--- config.mk ---
export PLATFORM = sky130hd
export DESIGN_NAME = msg_mailbox
export DESIGN_NICKNAME = d
export VERILOG_FILES = /design/src/rtl/mbx_pkg.sv /design/src/rtl/mbx_port_dec.sv /design/src/rtl/mbx_msg_store.sv /design/src/rtl/mbx_pend.sv /design/src/rtl/mbx_rd_mux.sv /design/src/rtl/msg_mailbox.sv
export SDC_FILE = /design/constraint.sdc
export NUM_CORES = 1
export LEC_CHECK = 0
export BUFFER_PORTS_ARGS = -buffer_cell sky130_fd_sc_hd__buf_2
export CORE_MARGIN = 5
export CORE_UTILIZATION = 54
export DETAILED_ROUTE_END_ITERATION = 8
export PLACE_DENSITY = 0.78
export SLEW_MARGIN = 30
export SYNTH_ARGS = -nofsm -noshare
export SYNTH_HDL_FRONTEND = slang
export SYNTH_SLANG_ARGS = --single-unit
--- constraint.sdc ---
create_clock -name clk -period 1.46 [get_ports clk]
set_clock_uncertainty 0.1 [all_clocks]
set_input_delay 0.146 -clock clk [delete_from_list [all_inputs] [get_ports clk]]
set_output_delay 0.146 -clock clk [all_outputs]
set_load 0.05 [all_outputs]
--- src/rtl/mbx_pkg.sv ---
package mbx_pkg;
  localparam int MBX_DW    = 32;
  localparam int MBX_N_IN  = 2;
  localparam int MBX_N_OUT = 2;

  // address bits for n message registers plus two status registers
  function automatic int addr_bits(int n_msg);
    return $clog2(n_msg + 2);
  endfunction

  // decoded write strobe for one register slot
  function automatic logic addr_hit(logic we, int unsigned addr, int unsigned slot);
    return we && (addr == slot);
  endfunction

  // sticky pending update: a set always beats a clear in the same cycle
  function automatic logic [31:0] pend_next(logic [31:0] cur, logic [31:0] set,
                                            logic [31:0] clr);
    return (cur & ~clr) | set;
  endfunction
endpackage

--- src/rtl/mbx_port_dec.sv ---
module mbx_port_dec #(
  parameter int DATA_W = 32,
  parameter int N_IN   = 2,
  parameter int N_OUT  = 2,
  parameter int ADDR_W = 3
) (
  input  logic                    we,
  input  logic [ADDR_W-1:0]       addr,
  input  logic [DATA_W-1:0]       wdata,
  output logic [N_IN+N_OUT-1:0]   msg_hit,
  output logic [N_IN-1:0]         in_clr,
  output logic [N_OUT-1:0]        out_clr
);
  localparam int N_MSG    = N_IN + N_OUT;
  localparam int IN_STAT  = N_MSG;
  localparam int OUT_STAT = N_MSG + 1;

  logic in_stat_wr;
  logic out_stat_wr;

  for (genvar i = 0; i < N_MSG; i++) begin : g_hit
    assign msg_hit[i] = mbx_pkg::addr_hit(we, 32'(addr), i);
  end

  assign in_stat_wr  = mbx_pkg::addr_hit(we, 32'(addr), IN_STAT);
  assign out_stat_wr = mbx_pkg::addr_hit(we, 32'(addr), OUT_STAT);
  assign in_clr      = in_stat_wr  ? wdata[N_IN-1:0]  : '0;
  assign out_clr     = out_stat_wr ? wdata[N_OUT-1:0] : '0;
endmodule

--- src/rtl/mbx_msg_store.sv ---
module mbx_msg_store #(
  parameter int DATA_W = 32,
  parameter int N_MSG  = 4
) (
  input  logic                          clk,
  input  logic [N_MSG-1:0]              loc_hit,
  input  logic [N_MSG-1:0]              rem_hit,
  input  logic [DATA_W-1:0]             loc_wdata,
  input  logic [DATA_W-1:0]             rem_wdata,
  output logic [N_MSG-1:0]              wr_evt,
  output logic [N_MSG-1:0][DATA_W-1:0]  msg_q
);
  for (genvar i = 0; i < N_MSG; i++) begin : g_slot
    assign wr_evt[i] = loc_hit[i] | rem_hit[i];
    // contents are undefined after reset, so the storage has no reset
    always_ff @(posedge clk) begin
      if (rem_hit[i])      msg_q[i] <= rem_wdata;
      else if (loc_hit[i]) msg_q[i] <= loc_wdata;
    end
  end
endmodule

--- src/rtl/mbx_pend.sv ---
module mbx_pend #(
  parameter int N = 2
) (
  input  logic         clk,
  input  logic         rst_n,
  input  logic [N-1:0] set,
  input  logic [N-1:0] clr,
  output logic [N-1:0] pend
);
  logic [31:0] nxt;

  assign nxt = mbx_pkg::pend_next(32'(pend), 32'(set), 32'(clr));

  always_ff @(posedge clk or negedge rst_n) begin
    if (!rst_n) pend <= '0;
    else        pend <= nxt[N-1:0];
  end
endmodule

--- src/rtl/mbx_rd_mux.sv ---
module mbx_rd_mux #(
  parameter int DATA_W = 32,
  parameter int N_IN   = 2,
  parameter int N_OUT  = 2,
  parameter int ADDR_W = 3
) (
  input  logic [ADDR_W-1:0]                   addr,
  input  logic [N_IN+N_OUT-1:0][DATA_W-1:0]   msg_q,
  input  logic [N_IN-1:0]                     in_pend,
  input  logic [N_OUT-1:0]                    out_pend,
  output logic [DATA_W-1:0]                   rdata
);
  localparam int N_MSG    = N_IN + N_OUT;
  localparam int IN_STAT  = N_MSG;
  localparam int OUT_STAT = N_MSG + 1;

  always_comb begin
    rdata = '0;
    for (int i = 0; i < N_MSG; i++) begin
      if (addr == ADDR_W'(i)) rdata = msg_q[i];
    end
    if (addr == ADDR_W'(IN_STAT))  rdata[N_IN-1:0]  = in_pend;
    if (addr == ADDR_W'(OUT_STAT)) rdata[N_OUT-1:0] = out_pend;
  end
endmodule

--- src/rtl/msg_mailbox.sv ---
module msg_mailbox #(
  parameter int DATA_W = mbx_pkg::MBX_DW,
  parameter int N_IN   = mbx_pkg::MBX_N_IN,
  parameter int N_OUT  = mbx_pkg::MBX_N_OUT,
  parameter int ADDR_W = mbx_pkg::addr_bits(N_IN + N_OUT)
) (
  input  logic              clk,
  input  logic              rst_n,
  input  logic              loc_we,
  input  logic [ADDR_W-1:0] loc_addr,
  input  logic [DATA_W-1:0] loc_wdata,
  output logic [DATA_W-1:0] loc_rdata,
  input  logic              rem_we,
  input  logic [ADDR_W-1:0] rem_addr,
  input  logic [DATA_W-1:0] rem_wdata,
  output logic [DATA_W-1:0] rem_rdata,
  output logic              loc_irq,
  output logic              rem_irq_n
);
  localparam int N_MSG  = N_IN + N_OUT;
  localparam int N_PORT = 2;  // 0 = local, 1 = remote

  // per-port views of the two register ports
  logic [N_PORT-1:0]                 p_we;
  logic [N_PORT-1:0][ADDR_W-1:0]     p_addr;
  logic [N_PORT-1:0][DATA_W-1:0]     p_wdata;
  logic [N_PORT-1:0][DATA_W-1:0]     p_rdata;
  logic [N_PORT-1:0][N_MSG-1:0]      p_hit;
  logic [N_PORT-1:0][N_IN-1:0]       p_in_clr;
  logic [N_PORT-1:0][N_OUT-1:0]      p_out_clr;

  // named internal events, observed by the checker
  logic [N_MSG-1:0]              loc_msg_hit;
  logic [N_MSG-1:0]              rem_msg_hit;
  logic [N_MSG-1:0]              msg_wr_evt;
  logic [N_IN-1:0]               in_wr_evt;
  logic [N_OUT-1:0]              out_wr_evt;
  logic [N_IN-1:0]               in_clr_req;
  logic [N_OUT-1:0]              out_clr_req;
  logic [N_IN-1:0]               in_pend;
  logic [N_OUT-1:0]              out_pend;
  logic [N_MSG-1:0][DATA_W-1:0]  msg_q;

  assign p_we    = {rem_we, loc_we};
  assign p_addr  = {rem_addr, loc_addr};
  assign p_wdata = {rem_wdata, loc_wdata};

  for (genvar p = 0; p < N_PORT; p++) begin : g_port
    mbx_port_dec #(
      .DATA_W(DATA_W), .N_IN(N_IN), .N_OUT(N_OUT), .ADDR_W(ADDR_W)
    ) u_dec (
      .we      (p_we[p]),
      .addr    (p_addr[p]),
      .wdata   (p_wdata[p]),
      .msg_hit (p_hit[p]),
      .in_clr  (p_in_clr[p]),
      .out_clr (p_out_clr[p])
    );

    mbx_rd_mux #(
      .DATA_W(DATA_W), .N_IN(N_IN), .N_OUT(N_OUT), .ADDR_W(ADDR_W)
    ) u_rd (
      .addr     (p_addr[p]),
      .msg_q    (msg_q),
      .in_pend  (in_pend),
      .out_pend (out_pend),
      .rdata    (p_rdata[p])
    );
  end

  assign loc_msg_hit = p_hit[0];
  assign rem_msg_hit = p_hit[1];
  assign in_clr_req  = p_in_clr[0]  | p_in_clr[1];
  assign out_clr_req = p_out_clr[0] | p_out_clr[1];

  mbx_msg_store #(.DATA_W(DATA_W), .N_MSG(N_MSG)) u_store (
    .clk       (clk),
    .loc_hit   (loc_msg_hit),
    .rem_hit   (rem_msg_hit),
    .loc_wdata (loc_wdata),
    .rem_wdata (rem_wdata),
    .wr_evt    (msg_wr_evt),
    .msg_q     (msg_q)
  );

  // the low slots feed the local side, the high slots the remote side
  assign in_wr_evt  = msg_wr_evt[N_IN-1:0];
  assign out_wr_evt = msg_wr_evt[N_MSG-1:N_IN];

  mbx_pend #(.N(N_IN)) u_in_pend (
    .clk (clk), .rst_n (rst_n), .set (in_wr_evt), .clr (in_clr_req), .pend (in_pend)
  );

  mbx_pend #(.N(N_OUT)) u_out_pend (
    .clk (clk), .rst_n (rst_n), .set (out_wr_evt), .clr (out_clr_req), .pend (out_pend)
  );

  assign loc_rdata = p_rdata[0];
  assign rem_rdata = p_rdata[1];
  assign loc_irq   = |in_pend;
  assign rem_irq_n = ~(|out_pend);
endmodule

==> out/results.tsv, run 1 <==
stage	metric	value	unit
status	status	finished, violations left	
status	failing checks	setup timing	
timing	Worst-Margin Slew	0.522	ns
global_routing	Overflow after GRT	0	
cts	clock latency at the later pin of the worst-skew pair	0.42	ns
floorplan	full die area	17000	um^2
layout	fraction of layout cells with a size suffix above 1	67.9	%
setup_path	cells on worst reg2reg path	2	
synth	syn_area_per_cell	16.5	um^2
setup_path	nature of the critical path startpoint	flip-flop	
setup_path	CP Capture Type	output pin	
floorplan	FP Rows	44	
layout	fin area	11500	um^2
routing	DR DRC count	0	
layout	fill count	736	
routing	routed vias/inst	6.05	
pwr	Static Leakage	4.39	nW
min_path	hold endpoint	u_store.msg_q[7]$_DFFE_PP_	
routing	first-pass iteration count of the detailed router	5	
setup_path	CP max FO	2	
setup_path	R2R Path End	u_in_pend.pend[0]$_DFF_PN0_	
min_path	Worst Hold Class	in2reg	
timing	Hold Vio Cnt, Final	0	
timing	Slew Limit Fails	0	
pwr	final total power	12.1	mW
timing	Slew HR	65.2	%
layout	Area Overhead vs Synth	47.2	%
synth	Mapped Area	7810	um^2
layout	post-layout util	80.0	%
place	DP Wirelength	13.7	mm
setup_path	Slowest cell on crit path	edfxtp_1	
setup_path	worst reg2reg startpoint	u_in_pend.pend[0]$_DFF_PN0_	
job	Max-Cap Viols	0	
pwr	PwrDens	1050	nW/um^2
floorplan	Die Y	130	um
layout	Reg area	3940	um^2
min_path	hold path start	rem_wdata[7]	
routing	DR vias	5475	
cts	clk sink count	132	
timing	FMAX	0.530	GHz
synth	syn_nets	547	
synth	Warnings, synthesis	0	
timing	Finish-stage setup viols	65	
routing	Wirelength per Cell	24.2	um
routing	DRT Wirelength	21.9	mm
setup_path	crit path DAT	1.64	ns
floorplan	Starting Density	54.4	%
global_routing	vias in the first global route	5872	
setup_path	Critical Path RT	1.21	ns
place	PortBufs	139	
global_routing	all-layer global routing usage	27.1	%
global_routing	largest net degree at the start of global routing	23	
global_routing	first-pass GRT wire length	33.9	mm
synth	Mapped Cells	473	
layout	footprint of the multi-input gates	4280	um^2
setup_path	critical path cell sequence	mux2_4 -> a22oi_2 -> o221ai_4 -> buf_6	
floorplan	I/O Pins	140	
synth	asr flop ratio synth	3.03	%
cts	CTS H-tree lvls	4	
cts	Worst-path clk slew	0.06	ns
layout	commonest non-fill, non-tap cell in the layout	edfxtp_1	
global_routing	initial antenna violation count	1	
min_path	hold path depth	2	
synth	Cell variety after synth	28	
floorplan	Core Region	14400	um^2
synth	Post-synth EDFFs	128	
place	GPL Wtd Cong	0.879	
setup_path	cell family with most CP delay	flip-flops	
place	Placed Area	9630	um^2
place	dpl ws	-0.334	ns
timing	period utilization	129	%
synth	flops & latches, synth	132	
cts	postcts setup bufs	0	
routing	1st-iter DRT viols	512	
synth	sequential area share after synthesis	50.5	%
timing	hold_ws	0.0188	ns
timing	setup TNS	-23.86	ns
routing	Routed Antenna Nets	0	
setup_path	biggest cell delay along the critical path	0.42	ns
timing	Final WS setup	-0.428	ns
cts	TritonCTS clock tree	done	
setup_path	CP bufs+invs	1	
synth	ys flop type	edfxtp_1	
timing	minimum clock period	1.89	ns
timing	unrepaired setup endpoints after global routing	yes	
layout	nets	781	
place	Placed Cells	809	
cts	Num CTS Buffers	17	
cts	Clock Tree Buf Depth	2	
setup_path	Worst Setup SP	u_store.msg_q[64]$_DFFE_PP_	
floorplan	die width	130	um
cts	Root Buffer	clkbuf_16	
setup_path	worst reg-to-reg setup slack	0.62	ns
layout	highest-count cells in the layout ignoring fill and taps	128 x edfxtp_1, 98 x mux2_2, 72 x buf_2	
setup_path	CP Class	reg2out	
pwr	Peak VDD IR	0.824	mV
layout	post-route insts no fill	905	
## final cells by class
type	count	share of cell area (%)
clock buffer	17	3.70
tap	184	2.00
inverter	2	0.0653
clock inverter	15	1.83
timing repair buffer	253	20.9
sequential	132	34.3
multi-input combinational	301	37.2
antenna	1	0.0218
## synthesized netlist by cell type (all sizes together), types with 2 or more instances
cell type	number	area, um^2
mux2i	2	20.0
nand3	4	20.0
nand4b	3	26.3
clkbuf	8	30.0
mux2	132	1520
and4bb	2	25.0
o221ai	8	70.1
mux4	60	1350
inv	2	7.51
edfxtp	128	3840
buf	30	208
nor2b	64	400
nand2b	6	37.5
dfrtp	4	100
a22oi	6	45.0
nand2	2	7.51
or2	2	12.5
nor2	2	7.51
o21bai	3	22.5
## metal layers
metal  part of all wire, %  track usage, %  vias up
met1                    37            33.9     2775
met4                   2.1            9.41        0
li1                      -               -     2394
met2                    53            47.0      264
met5                     0               0        -
met3                   7.4            5.28       42
## kinds of logic after synthesis
family	synth area share [%]
flops	50.5
simple gates	7.50
mux	37.1
buf+inv	3.14
compound gates	1.83
## state kept, by name (all words and copies together), names as in the netlist
register,count
u_store.msg_q,128
u_out_pend.pend,2
u_in_pend.pend,2
## worst register-to-register path, delay by kind of cell, from the launching register on
kind	cells	cell delay, ns
compound gates	1	0.11
flops	1	0.42
simple gates	1	0.10
## what timing repair did
action | 4_1_cts | 5_1_grt
hold buffers | 62 | 1
pin swaps | 3 | 1
setup endpoints to repair | 66 | 65
endpoints found under the hold margin | 117 | 3
resized for setup | 167 | 6
## report_power, final
group	switching [mW]	internal [mW]	leakage [nW]
Clock	1.63	3.01	0.300
Combinational	1.42	1.42	2.88
Sequential	0.131	4.44	1.22
Total	3.19	8.88	4.39
## worst max path at each step
stage               cells after the start  slack, ns                      endpoint
CTS                                     3      -0.43                  rem_rdata[7]
finish                                  4      -0.43                  rem_rdata[0]
global placement                        5      -0.30                 rem_rdata[31]
global route                            4      -0.48                  rem_rdata[0]
floorplan                               3      -0.21  u_store.msg_q[100]$_DFFE_PP_
detailed placement                      5      -0.33                 rem_rdata[31]
Power figures use the tool's default switching activity.
==> run 2: changes to the inputs <==
--- a/config.mk
+++ b/config.mk
@@ -7,9 +7,9 @@
 export LEC_CHECK = 0
 export BUFFER_PORTS_ARGS = -buffer_cell sky130_fd_sc_hd__buf_2
 export CORE_MARGIN = 5
-export CORE_UTILIZATION = 54
+export CORE_UTILIZATION = 51
 export DETAILED_ROUTE_END_ITERATION = 8
-export PLACE_DENSITY = 0.78
+export PLACE_DENSITY = 0.77
 export SLEW_MARGIN = 30
 export SYNTH_ARGS = -nofsm -noshare
 export SYNTH_HDL_FRONTEND = slang
==> constraint.sdc (replaced) <==
create_clock -name clk -period 1.5 [get_ports clk]
set_clock_uncertainty 0.1 [all_clocks]
set_input_delay 0.15 -clock clk [delete_from_list [all_inputs] [get_ports clk]]
set_output_delay 0.15 -clock clk [all_outputs]
set_load 0.05 [all_outputs]
==> run 2 against run 1 <==
Net effect: the run still ends with setup timing left; clock power shrank 6.7%; utilization decreased by 4.3 points; die area rose by 5.4%; sequential cell count is the same; non-clock buffer count increased by 1; critical path depth down 1; sequential share of layout area is 0.23 points higher; register-to-register slack about the same; design area is 0.67% lower; via count up 1.8%; highest routed layer unchanged.
==> out/results.tsv, run 2 (same netlist as run 1, synthesis figures left out) <==
stage	metric	value	unit
status	status	finished, violations left	
status	failing checks	setup timing	
pwr	Logic pwr share	24.0	%
layout	Largest regs	u_store.msg_q (128), u_in_pend.pend (2), u_out_pend.pend (2)	
floorplan	full die area	17900	um^2
timing	Finish-stage setup viols	65	
pwr	PwrDens	1010	nW/um^2
routing	routed vias/inst	6.13	
place	Placed Cells	813	
pwr	sequential power share	38.6	%
layout	nets	782	
setup_path	Critical Path RT	1.25	ns
floorplan	Die Y	134	um
cts	Worst-path clk slew	0.06	ns
setup_path	nature of the critical path startpoint	flip-flop	
pwr	proportion of power drawn by the clock network	37.4	%
timing	Slew HR	62.9	%
setup_path	CP Class	reg2out	
routing	1st-iter DRT viols	435	
pwr	switching share of power	26.6	%
pwr	Psw	3.08	mW
place	DP Wirelength	14.2	mm
timing	period utilization	130	%
layout	Area Overhead vs Synth	46.2	%
setup_path	crit path DAT	1.70	ns
timing	Slew Limit Fails	0	
layout	post-route insts no fill	909	
routing	DR DRC count	0	
setup_path	CP max FO	2	
cts	Num CTS Buffers	17	
cts	Root Buffer	clkbuf_16	
cts	clock latency at the later pin of the worst-skew pair	0.42	ns
layout	fill count	851	
floorplan	die width	134	um
timing	minimum clock period	1.95	ns
floorplan	I/O Pins	140	
job	Max-Cap Viols	0	
global_routing	first-pass GRT wire length	35.4	mm
floorplan	Starting Density	51.8	%
timing	Hold Vio Cnt, Final	0	
layout	fraction of layout cells with a size suffix above 1	68.1	%
place	GPL Wtd Cong	0.897	
pwr	internal power	8.49	mW
setup_path	CP Capture Type	output pin	
cts	CTS H-tree lvls	4	
timing	Final WS setup	-0.455	ns
timing	hold_ws	0.0391	ns
layout	highest-count cells in the layout ignoring fill and taps	128 x edfxtp_1, 100 x mux2_2, 72 x buf_2	
place	PortBufs	139	
layout	post-layout util	75.7	%
cts	Clock Tree Buf Depth	2	
global_routing	vias in the first global route	6214	
pwr	Static Leakage	4.36	nW
layout	ANT cells	0	
timing	setup TNS	-22.68	ns
floorplan	Core Region	15100	um^2
global_routing	largest net degree at the start of global routing	27	
min_path	Worst Hold Class	in2reg	
pwr	Peak VDD IR	0.636	mV
layout	largest reg by FF count	u_store.msg_q	
routing	first-pass iteration count of the detailed router	4	
global_routing	all-layer global routing usage	26.4	%
layout	commonest non-fill, non-tap cell in the layout	edfxtp_1	
cts	TritonCTS clock tree	done	
cts	clk sink count	132	
timing	FMAX	0.512	GHz
routing	Routed Antenna Nets	0	
global_routing	initial antenna violation count	0	
timing	Worst-Margin Slew	0.557	ns
routing	Wirelength per Cell	25.2	um
timing	unrepaired setup endpoints after global routing	yes	
floorplan	FP Rows	45	
routing	DR vias	5572	
routing	DRT Wirelength	22.9	mm
layout	max reg flops	128	
global_routing	Overflow after GRT	0	
run 2: cell count changes in the layout (fill, tap and decap cells not counted), sizes merged:
cell / delta
clkbuf: +7
bufinv: -2
clkinv: -2
inv: -2
clkinvlp: -1
diode: -1
dlygate4sd3: +1
run 2: layout make-up:
cell class / count / area, um^2 / share of cell area, %
clock buffers: 24 / 492 / 4.30
clock inverters: 8 / 124 / 1.08
inverters: 2 / 7.51 / 0.0657
multi-input cells: 301 / 4250 / 37.2
flip-flops and latches: 132 / 3940 / 34.5
well taps: 188 / 235 / 2.06
repair buffers: 254 / 2370 / 20.7
run 2: worst paths after layout:
kind / start / to / slack (ns) / cells past startpoint
setup reg to reg: u_in_pend.pend[1]$_DFF_PN0_ / u_in_pend.pend[1]$_DFF_PN0_ / 0.63 / 2
max in group asynchronous: rst_n / u_out_pend.pend[1]$_DFF_PN0_ / 0.60 / 3
setup / recovery: u_store.msg_q[22]$_DFFE_PP_ / loc_rdata[22] / -0.45 / 3
hold reg to reg: u_in_pend.pend[0]$_DFF_PN0_ / u_in_pend.pend[0]$_DFF_PN0_ / 0.51 / 2
min in group asynchronous: rst_n / u_in_pend.pend[0]$_DFF_PN0_ / 0.52 / 3
hold / removal: loc_wdata[0] / u_store.msg_q[96]$_DFFE_PP_ / 0.04 / 2
run 2: critical path, cell delays in order, from the launching register on:
cell and delay (ns):
edfxtp_1 0.44, mux4_2 0.52, nor2b_4 0.15, buf_6 0.16
run 2: repair_timing:
item,4_1_cts,5_1_grt
buffers inserted,0,0
pin swaps,2,1
cloned,0,0
hold buffers,64,0
hold endpoints to repair,122,0
gates resized for setup,168,8
setup endpoints to repair,66,66
run 2: per-layer routing:
metal	GRT usage [%]	share of wire, %	up-vias
met1	30.3	36	2823
met5	0	0	-
li1	-	-	2383
met2	47.3	53	309
met4	11.0	2.5	0
met3	6.38	7.7	57
run 2: through the flow:
stage               power [mW]  setup WS, ns  cell area (um^2)
detailed placement        6.80        -0.298              9550
finish                    11.6        -0.455             11400
global route              11.9        -0.468             11400
global placement          6.74        -0.244              9550
CTS                       11.5        -0.403             11400
floorplan                 6.12        -0.170              8300
run 2: power groups by stage:
| stage | logic (mW) | registers, mW | clock network [mW] |
|---|---|---|---|
| after floorplan | 1.65 | 4.47 | 0 |
| after global placement | 2.24 | 4.50 | 0 |
| after detailed placement | 2.28 | 4.52 | 0 |
| after CTS | 2.73 | 4.45 | 4.35 |
| after global routing | 2.89 | 4.48 | 4.52 |
| final | 2.78 | 4.46 | 4.33 |
